`src/rtl/exc_entry_pkg.sv`:
```
package exc_entry_pkg;

  localparam int SW     = 32;
  localparam int CAUSE_W = 4;
  localparam int SUB_W   = 3;
  localparam int N_CAUSE = 8;

  // state word bit positions (LSB = 0)
  localparam int B_RI   = 1;
  localparam int B_DR   = 4;
  localparam int B_IR   = 5;
  localparam int B_IP   = 6;
  localparam int B_FE1  = 8;
  localparam int B_BE   = 9;
  localparam int B_SE   = 10;
  localparam int B_FE0  = 11;
  localparam int B_FP   = 13;
  localparam int B_PR   = 14;
  localparam int B_EE   = 15;
  localparam int B_POW  = 18;

  localparam logic [SW-1:0] ENTRY_CLEAR =
      (32'h1 << B_RI)  | (32'h1 << B_DR)  | (32'h1 << B_IR)  |
      (32'h1 << B_FE1) | (32'h1 << B_BE)  | (32'h1 << B_SE)  |
      (32'h1 << B_FE0) | (32'h1 << B_FP)  | (32'h1 << B_PR)  |
      (32'h1 << B_EE)  | (32'h1 << B_POW);

  localparam logic [SW-1:0] SAVE_KEEP = 32'h07C0_FFFF;

  typedef enum logic [CAUSE_W-1:0] {
    C_MCHK  = 4'd0,
    C_DSTOR = 4'd1,
    C_ISTOR = 4'd2,
    C_ALIGN = 4'd3,
    C_PROG  = 4'd4,
    C_FPUN  = 4'd5,
    C_SCALL = 4'd6,
    C_FPAS  = 4'd7
  } cause_e;

  typedef struct packed {
    logic          legal;
    logic          load_fault; // DSISR and DAR written
    logic [SW-1:0] save_or;    // reason bits into SRR1
    logic [SW-1:0] fault_stat; // DSISR value
  } reason_t;

endpackage

```
`src/rtl/exc_vector_sel.sv`:
```
module exc_vector_sel
  import exc_entry_pkg::*;
#(
  parameter int            AW      = 32,
  parameter logic [AW-1:0] BASE_HI = 32'hFFF0_0000
) (
  input  logic [CAUSE_W-1:0] cause,
  input  logic               prefix,
  output logic [AW-1:0]      target
);
  localparam int OFS_W = 12;

  logic [OFS_W-1:0] ofs;
  logic [AW-1:0]    base;

  always_comb begin
    unique case (cause)
      C_MCHK:  ofs = 12'h200;
      C_DSTOR: ofs = 12'h300;
      C_ISTOR: ofs = 12'h400;
      C_ALIGN: ofs = 12'h600;
      C_PROG:  ofs = 12'h700;
      C_FPUN:  ofs = 12'h800;
      C_SCALL: ofs = 12'hC00;
      C_FPAS:  ofs = 12'hE00;
      default: ofs = '0;
    endcase
  end

  assign base   = prefix ? BASE_HI : '0;
  assign target = base + AW'(ofs);

endmodule

```
`src/rtl/exc_reason_dec.sv`:
```
module exc_reason_dec
  import exc_entry_pkg::*;
(
  input  logic [CAUSE_W-1:0] cause,
  input  logic [SUB_W-1:0]   sub,
  input  logic               is_store,
  output reason_t            rsn
);
  localparam logic [SW-1:0] DIR_STORE = 32'h0200_0000;

  logic [SW-1:0] dstat;
  logic          dstat_ok;
  logic [SW-1:0] istat;
  logic          istat_ok;
  logic [SW-1:0] pstat;
  logic          pstat_ok;

  // data storage reasons
  always_comb begin
    dstat_ok = 1'b1;
    unique case (sub)
      3'd0:    dstat = 32'h8000_0000;
      3'd1:    dstat = 32'h4000_0000;
      3'd2:    dstat = 32'h0800_0000;
      3'd3:    dstat = 32'h0020_0000;
      3'd4:    dstat = 32'h0400_0000;
      3'd5:    dstat = 32'h0010_0000;
      default: begin dstat = '0; dstat_ok = 1'b0; end
    endcase
  end

  // instruction storage reasons
  always_comb begin
    istat_ok = 1'b1;
    unique case (sub)
      3'd0:    istat = 32'h4000_0000;
      3'd1:    istat = 32'h1000_0000;
      3'd2:    istat = 32'h0800_0000;
      3'd3:    istat = 32'h0020_0000;
      default: begin istat = '0; istat_ok = 1'b0; end
    endcase
  end

  // program reasons; optional instruction folds into illegal
  always_comb begin
    pstat_ok = 1'b1;
    unique case (sub)
      3'd0:      pstat = 32'h0010_0000;
      3'd1, 3'd4: pstat = 32'h0008_0000;
      3'd2:      pstat = 32'h0004_0000;
      3'd3:      pstat = 32'h0002_0000;
      default:   begin pstat = '0; pstat_ok = 1'b0; end
    endcase
  end

  always_comb begin
    rsn = '0;
    unique case (cause)
      C_MCHK, C_FPUN, C_SCALL, C_FPAS: rsn.legal = 1'b1;
      C_DSTOR: begin
        rsn.legal      = dstat_ok;
        rsn.load_fault = 1'b1;
        rsn.fault_stat = dstat | (is_store ? DIR_STORE : '0);
      end
      C_ISTOR: begin
        rsn.legal   = istat_ok;
        rsn.save_or = istat;
      end
      C_ALIGN: begin
        rsn.legal      = 1'b1;
        rsn.load_fault = 1'b1;
      end
      C_PROG: begin
        rsn.legal   = pstat_ok;
        rsn.save_or = pstat;
      end
      default: rsn.legal = 1'b0;
    endcase
  end

endmodule

```
`src/rtl/exc_state_calc.sv`:
```
module exc_state_calc
  import exc_entry_pkg::*;
#(
  parameter logic [SW-1:0]              FORCE_SET = '0,
  parameter logic [N_CAUSE-1:0][SW-1:0] CAUSE_CLR = '0,
  parameter logic [N_CAUSE-1:0][SW-1:0] CAUSE_SET = '0,
  parameter logic [N_CAUSE-1:0][SW-1:0] SAVE_CLR  = '0
) (
  input  logic [SW-1:0]      old_msr,
  input  logic [CAUSE_W-1:0] cause,
  input  logic [SW-1:0]      save_or,
  output logic [SW-1:0]      new_msr,
  output logic [SW-1:0]      save_word
);
  localparam int IDX_W = $clog2(N_CAUSE);

  logic [IDX_W-1:0] idx;
  logic [SW-1:0]    stage0;
  logic [SW-1:0]    stage1;

  assign idx = cause[IDX_W-1:0];

  // fixed clear, forced set, then per-cause clear and set
  assign stage0    = (old_msr & ~ENTRY_CLEAR) | FORCE_SET;
  assign stage1    = stage0 & ~CAUSE_CLR[idx];
  assign new_msr   = stage1 | CAUSE_SET[idx];
  assign save_word = (old_msr & SAVE_KEEP & ~SAVE_CLR[idx]) | save_or;

endmodule

```
`src/rtl/exc_entry_unit.sv`:
```
module exc_entry_unit
  import exc_entry_pkg::*;
#(
  parameter int            AW      = 32,
  parameter logic [AW-1:0] BASE_HI = 32'hFFF0_0000,
  parameter int            ILEN    = 4
) (
  input  logic               clk,
  input  logic               rst,
  input  logic               req_valid,
  output logic               req_ready,
  input  logic [AW-1:0]      req_cia,
  input  logic [SW-1:0]      req_msr,
  input  logic [CAUSE_W-1:0] req_cause,
  input  logic [SUB_W-1:0]   req_sub,
  input  logic               req_store,
  input  logic [AW-1:0]      req_ea,
  output logic [AW-1:0]      srr0_o,
  output logic [SW-1:0]      srr1_o,
  output logic [SW-1:0]      msr_o,
  output logic [SW-1:0]      dsisr_o,
  output logic [AW-1:0]      dar_o,
  output logic [AW-1:0]      redirect_pc_o,
  output logic               redirect_vld_o,
  output logic               err_unrec_o,
  output logic               err_cause_o
);

  reason_t       rsn;
  logic [SW-1:0] nmsr;
  logic [SW-1:0] save_w;
  logic [AW-1:0] target;
  logic [AW-1:0] ret_addr;
  logic          take;
  logic          ok;

  exc_reason_dec u_dec (
    .cause    (req_cause),
    .sub      (req_sub),
    .is_store (req_store),
    .rsn      (rsn)
  );

  exc_state_calc u_state (
    .old_msr   (req_msr),
    .cause     (req_cause),
    .save_or   (rsn.save_or),
    .new_msr   (nmsr),
    .save_word (save_w)
  );

  exc_vector_sel #(.AW(AW), .BASE_HI(BASE_HI)) u_vec (
    .cause  (req_cause),
    .prefix (nmsr[B_IP]),
    .target (target)
  );

  assign take     = req_valid & req_ready;
  assign ok       = take & rsn.legal;
  assign ret_addr = (req_cause == C_SCALL) ? req_cia + AW'(ILEN) : req_cia;

  always_ff @(posedge clk) begin
    if (rst) begin
      req_ready      <= 1'b0;
      srr0_o         <= '0;
      srr1_o         <= '0;
      msr_o          <= '0;
      dsisr_o        <= '0;
      dar_o          <= '0;
      redirect_pc_o  <= '0;
      redirect_vld_o <= 1'b0;
      err_unrec_o    <= 1'b0;
      err_cause_o    <= 1'b0;
    end else begin
      req_ready      <= 1'b1;
      redirect_vld_o <= ok;
      err_unrec_o    <= ok & ~req_msr[B_RI];
      err_cause_o    <= take & ~rsn.legal;
      if (ok) begin
        srr0_o        <= ret_addr;
        srr1_o        <= save_w;
        msr_o         <= nmsr;
        redirect_pc_o <= target;
        if (rsn.load_fault) begin
          dsisr_o <= rsn.fault_stat;
          dar_o   <= req_ea;
        end
      end
    end
  end

endmodule

```
`config.mk`:
```
export PLATFORM = sky130hd
export DESIGN_NAME = exc_entry_unit
export DESIGN_NICKNAME = d
export VERILOG_FILES = /design/src/rtl/exc_entry_pkg.sv /design/src/rtl/exc_vector_sel.sv /design/src/rtl/exc_reason_dec.sv /design/src/rtl/exc_state_calc.sv /design/src/rtl/exc_entry_unit.sv
export SDC_FILE = /design/constraint.sdc
export NUM_CORES = 1
export LEC_CHECK = 0
export BUFFER_PORTS_ARGS = -buffer_cell sky130_fd_sc_hd__clkbuf_2
export CAP_MARGIN = 20
export CORE_MARGIN = 2
export CORE_UTILIZATION = 45
export DETAILED_ROUTE_END_ITERATION = 6
export HOLD_SLACK_MARGIN = 0.06
export PLACE_DENSITY = 0.73
export SYNTH_ARGS = -nofsm -noshare
export SYNTH_HDL_FRONTEND = slang
export SYNTH_HIERARCHICAL = 1
export SYNTH_SLANG_ARGS = --single-unit
```
`constraint.sdc`:
```
create_clock -name clk -period 2.5 [get_ports clk]
set_clock_uncertainty 0.1 [all_clocks]
set_input_delay 0.125 -clock clk [delete_from_list [all_inputs] [get_ports clk]]
set_output_delay 0.125 -clock clk [all_outputs]
set_load 0.05 [all_outputs]
```
==> results of run 1 <==
[layout make-up]
| type | count | share of cell area |
|---|---|---|
| tap | 265 | 0.0282 |
| sequential | 196 | 0.334 |
| clock buffer | 18 | 0.0365 |
| clock inverter | 14 | 0.0136 |
| inverter | 6 | 0.00192 |
| timing repair buffer | 440 | 0.250 |
| multi-input combinational | 818 | 0.336 |
[what timing repair did]
action | 4_1_cts | 5_1_grt
endpoints found under the setup margin | 0 | 10
hold buffers | 120 | 0
buffers inserted | 0 | 3
resized for setup | 0 | 6
hold endpoints to repair | 145 | 0
[layer usage]
metal / part of all wire / wire length [um]
met3: 0.075 / 1870
met5: 0 / 0
met2: 0.48 / 11900
met1: 0.41 / 10300
met4: 0.029 / 730
[metrics by stage]
stage	hold slack (ns)	setup WS, ns	cells	power, mW
floorplan	0.104	0.473	1211	4.00
global placement	0.245	0.198	1602	4.15
detailed placement	0.241	0.178	1602	4.16
CTS	0.0686	0.0492	1754	7.05
global route	0.113	0.00745	1757	7.30
finish	0.0925	0.0848	1757	7.00
[cell families (layout without fill, tap and decap cells)]
kind of cell / after synthesis / in the layout / synth area share
other cells: 3 / 76 / 0.00128
flops: 196 / 196 / 0.446
compound gates: 236 / 236 / 0.144
xor+xnor: 10 / 10 / 0.00997
mux: 2 / 2 / 0.00228
fa+ha+maj: 5 / 5 / 0.00712
simple gates: 489 / 489 / 0.250
buf+inv: 197 / 478 / 0.139
[layout by cell type (no fill, tap or decap), types with 21 or more instances in the layout]
cell type / synthesis / final
nor2_1: 24 / 24
o21ai_0: 28 / 28
dfxtp_1: 196 / 196
conb_1: 3 / 76
dlygate4sd3_1: 0 / 119
nand2_1: 341 / 340
a21oi_1: 170 / 169
or2_1: 21 / 21
clkbuf_2: 0 / 300
[worst max-delay path: stages]
cell and delay, ns:
dlygate4sd3_1 0.56, clkbuf_8 0.31, inv_1 0.44, buf_4 0.30, o21ai_0 0.12, a31oi_1 0.19
dlygate4sd3_1 0.60
[state kept, by name, summed over array words and instances (netlist names)]
name            flops
err_cause_o         1
redirect_vld_o      1
dar_o              32
req_ready           1
err_unrec_o         1
dsisr_o            32
msr_o              32
srr1_o             32
srr0_o             32
redirect_pc_o      32
[report_power, final]
group / total, mW / switching [mW] / internal (mW)
logic: 1.01 / 0.661 / 0.348
registers: 3.25 / 0.0430 / 3.20
clock network: 2.74 / 1.31 / 1.43
total: 7.00 / 2.02 / 4.98
[synthesized netlist by cell type, types with 3 or more instances]
cell type and instances:
and3_1 8, conb_1 3, nand4_1 10, and4_1 3, dfxtp_1 196, xor2_1 8
or4_1 13, nor2_1 24, a211oi_1 5, clkbuf_1 57, nand2_1 341, a32oi_1 3
nand3b_1 6, buf_6 3, a21oi_1 170, inv_1 6, o31ai_1 9, buf_1 8
buf_4 120, nor3_1 8, and2_1 3, or2_1 21, or3_1 10, a31oi_1 14
ha_1 5, nor4_1 3, nor3b_1 3, o21ai_0 28, nand3_1 19
[worst paths after layout]
path	cells past startpoint	endpoint	start
max	7	srr0_o[11]	rst
min	5	srr1_o[19]	req_sub[2]
max reg2reg	5	msr_o[7]	req_ready
min reg2reg	2	msr_o[26]	msr_o[26]
==> out/metrics.csv, run 1 <==
stage,metric,value,unit
floorplanning,die_w,144,um
global_routing,grt_pass1_vias,8075,
global_routing,grt_max_degree,119,
timing,min_period,2.42,ns
clocking,clockBufferDepth,2,
clocking,cts_made_buffers,17,
power_and_ir_drop,p_leak,4.97,nW
clocking,clock-sinks,196,
setup_path,setup.worst_path.end_class,register,
run_status,status,"finished, final reports clean",
routing,initialDrtViolationCount,407,
global_routing,grtUsageMet3,0.0756,
setup_path,crit_arrival,2.67,ns
timing,slew_viol_final,0,
final_layout,post-route-cell-area,0.0118,mm^2
routing,vias,8540,
global_routing,grt_pass1_wl,37.7,mm
setup_path,ff2ff_setup_slack,0.26,ns
place,dp_hpwl,15.2,mm
synthesis,synthCells,1138,
timing,max-slew-margin-rel,0.516,
final_layout,drive_gt1_frac,0.249,
timing,setup_viol,0,
synthesis,post-synth-top-area-cell,dfxtp_1,
place,io_buffer_count,301,
global_routing,grtUsageMet1,0.259,
clocking,clkLatencyLatePin,0.42,ns
global_routing,grt_usage,0.224,
setup_path,cp-start-kind,primary input,
synthesis,synth_area,0.00879,mm^2
timing,rsz0062_at_grt,false,
global_routing,grt.busiest_layer,met2,
floorplanning,die_y,144,um
synthesis,syn-mean-instance-area,7.72,um^2
synthesis,yosysWarningCount,6,
timing,hold_viol,0,
synthesis,netlist.area_leader.share,0.446,
timing,fin_crit_sh,0.966,
timing,tightest_slew,0.726,ns
routing,wire_per_inst,14.1,um
hold_path,min_path_type,primary input to register,
routing,drc,0,
final_layout,final_util,0.608,
floorplanning,die-area,0.0207,mm^2
global_routing,grt.overflow.total,0,
clocking,cts_root_buf,clkbuf_16,
setup_path,worstPathRequired,2.75,ns
synthesis,async_flop_share,0,
final_layout,regArea,0.00392,mm^2
synthesis,synth_cell_type_count,53,
routing,drtAntennaViolNets,0,
synthesis,synthTopCellsByArea,"dfxtp_1 (45%), nand2_1 (15%), buf_4 (10%), a21oi_1 (9.7%), clkbuf_1 (2.4%)",
setup_path,critPathKind,primary input to register,
place,post_dp_cell_area,0.00991,mm^2
clocking,path_clk_slew,0.07,ns
setup_path,crit_fanout,62,
power_and_ir_drop,max-vdd-ir-drop,0.000639,V
global_routing,grt_use_met2,0.377,
final_layout,multi_input_area,0.00395,mm^2
synthesis,synth_ff_type,dfxtp_1,
routing,drtPass1Iterations,4,
final_layout,antenna_cells,0,
final_layout,areaGrowthSynthToFinish,33.8,%
floorplanning,start_util,0.455,
global_routing,antenna_found_initial,0,
synthesis,ys_seq_elements,196,
timing,fmax,414,MHz
clocking,cts_tree,done,
floorplanning,core_area,0.0193,mm^2
job,max-cap-violations,0,
routing,viasPerCell,4.86,
floorplanning,io_pins,303,
synthesis,ys_seq_area_frac,0.446,
place,place.gp.congestion,0.795,
timing,tns,0,ns
power_and_ir_drop,power_density,595,mW/mm^2
final_layout,fin_nets,1591,
synthesis,synth_edf_count,0,
routing,drt_wl_total,24.8,mm
final_layout,fill_cells,1746,
floorplanning,row_count,51,
clocking,htree_levels,4,
(Power assumes the default switching activity.)
==> run 2, diff against run 1 <==
--- a/config.mk
+++ b/config.mk
@@ -11,7 +11,7 @@
 export CORE_UTILIZATION = 45
 export DETAILED_ROUTE_END_ITERATION = 6
 export HOLD_SLACK_MARGIN = 0.06
-export PLACE_DENSITY = 0.73
+export PLACE_DENSITY_LB_ADDON = 0.1
 export SYNTH_ARGS = -nofsm -noshare
 export SYNTH_HDL_FRONTEND = slang
 export SYNTH_HIERARCHICAL = 1
==> constraint.sdc (replaced) <==
create_clock -name clk -period 2.48 [get_ports clk]
set_clock_uncertainty 0.1 [all_clocks]
set_input_delay 0.124 -clock clk [delete_from_list [all_inputs] [get_ports clk]]
set_output_delay 0.124 -clock clk [all_outputs]
set_load 0.05 [all_outputs]
==> run 2 against run 1 <==
Against the previous run: power increased by 0.67%; core utilization about the same; highest routed layer unchanged; sequential share of layout area about the same; flip-flop and latch count unchanged; die area unchanged.
==> out/metrics.csv, run 2 (synthesized netlist as in run 1, its figures left out) <==
stage,metric,value,unit
run_status,status,"finished, final reports clean",
global_routing,grt.overflow.total,0,
hold_path,min_path_type,primary input to register,
routing,vias,8271,
place,dp_hpwl,14.8,mm
floorplanning,row_count,51,
setup_path,cpMostUsedCell,dlygate4sd3_1,
power_and_ir_drop,p_leak,4.97,nW
setup_path,worstPathCellList,"clkbuf_2, and4bb_2, nand2_1, o31ai_1, dlygate4sd3_1, a31oi_1, dlygate4sd3_1",
setup_path,ff2ff_setup_slack,0.33,ns
global_routing,grt_pass1_wl,36.8,mm
setup_path,crit_fanout,13,
floorplanning,io_pins,303,
global_routing,antenna_found_initial,1,
clocking,cts_made_buffers,17,
hold_path,min_to,srr1_o[28],
power_and_ir_drop,max-vdd-ir-drop,0.000525,V
routing,drc,0,
timing,hold_viol,0,
floorplanning,die_w,144,um
clocking,clock-sinks,196,
routing,drtAntennaViolNets,0,
hold_path,hold_depth,5,
setup_path,worstPathRequired,2.70,ns
timing,fin_crit_sh,0.967,
floorplanning,die-area,0.0207,mm^2
timing,setup_slack,0.0812,ns
setup_path,crit_path_max_incr_delay,0.59,ns
final_layout,final_common_cell,nand2_1,
clocking,path_clk_slew,0.08,ns
floorplanning,die_y,144,um
final_layout,drive_gt1_frac,0.247,
setup_path,rr_endpoint,srr0_o[25],
hold_path,min_from,req_sub[1],
timing,fmax,417,MHz
timing,tightest_slew,0.658,ns
job,max-cap-violations,0,
setup_path,crit_arrival,2.62,ns
setup_path,cp_slowest_cell,dlygate4sd3_1,
global_routing,grt_usage,0.220,
setup_path,r2r_cells,5,
power_and_ir_drop,power_density,599,mW/mm^2
floorplanning,core_area,0.0193,mm^2
final_layout,layout_common_cells,"nand2_1 (340), clkbuf_2 (300), dfxtp_1 (196)",
routing,viasPerCell,4.71,
final_layout,fin_nets,1591,
global_routing,grt_pass1_vias,7574,
floorplanning,start_util,0.455,
timing,min_period,2.40,ns
clocking,clockBufferDepth,2,
clocking,htree_levels,4,
clocking,cts_root_buf,clkbuf_16,
clocking,clkLatencyLatePin,0.42,ns
routing,wire_per_inst,13.4,um
power_and_ir_drop,finalPower,7.05,mW
timing,max-slew-margin-rel,0.561,
place,pre_cts_ws,0.190,ns
final_layout,areaGrowthSynthToFinish,33.8,%
place,place.gp.congestion,0.769,
routing,initialDrtViolationCount,400,
place,io_buffer_count,301,
setup_path,setup.worst_path.end_class,register,
timing,slew_viol_final,0,
setup_path,critPathKind,primary input to register,
routing,drt_wl_total,23.5,mm
global_routing,grt_max_degree,85,
timing,setup_viol,0,
setup_path,crit-reg2reg-launch,req_ready,
routing,drtPass1Iterations,5,
setup_path,cp-start-kind,primary input,
clocking,cts_tree,done,
## run 2: how the worst max path moves through the flow
stage | cells after the start | endpoint | slack, ns | start
floorplan | 7 | dar_o[10] | 0.45 | req_ready
global placement | 9 | srr0_o[29] | 0.19 | req_cause[2]
global route | 10 | srr0_o[25] | -0.003 | req_cause[2]
CTS | 9 | srr0_o[19] | 0.02 | req_cia[12]
detailed placement | 9 | srr0_o[25] | 0.19 | req_cause[2]
finish | 7 | srr0_o[11] | 0.08 | req_cause[2]
## run 2: repair_timing
item                                    4_1_cts  5_1_grt
endpoints found under the hold margin       146        0
hold buffers                                124        0
resized for setup                             0        7
buffers inserted                              0        2
endpoints found under the setup margin        0        9
## run 2: where the power goes
| part | internal [mW] | switching, mW |
|---|---|---|
| registers | 3.23 | 0.0432 |
| logic | 0.349 | 0.648 |
| clock network | 1.44 | 1.34 |
| total | 5.02 | 2.03 |
## run 2: layout make-up
type	instances	area, um^2
Antenna cell	1	2.50
Clock buffer	17	425
Clock inverter	14	170
Fill cell	1833	7580
Inverter	6	22.5
Multi-Input combinational cell	818	3950
Sequential cell	196	3920
Tap cell	265	332
Timing Repair Buffer	440	2930
## run 2: routing by layer
metal	vias to the layer above	track usage	part of all wire	wire length, um
met3	50	0.0723	0.071	1670
li1	4274	-	-	-
met2	244	0.365	0.48	11400
met5	-	0	0	0
met4	0	0.0831	0.027	640
met1	3703	0.266	0.42	9840
## run 2: per-stage QoR
stage | utilization | TNS [ns] | instance area [um^2] | cells | hold slack, ns
2_1_floorplan | - | 0 | 9060 | 1211 | 0.103
3_3_place_gp | 0.513 | 0 | 9920 | 1603 | 0.205
3_5_place_dp | 0.513 | 0 | 9920 | 1603 | 0.209
4_1_cts | 0.608 | 0 | 11800 | 1758 | 0.0603
5_1_grt | 0.608 | -0.00274 | 11800 | 1757 | 0.109
6_report | 0.608 | 0 | 11800 | 1757 | 0.0735
## run 2: critical path: cells and delay by family
kind,cells,cell delay [ns]
and+or+nand+nor,2,0.67
buffers and inverters,3,1.41
AOI/OAI and AO/OA,2,0.41
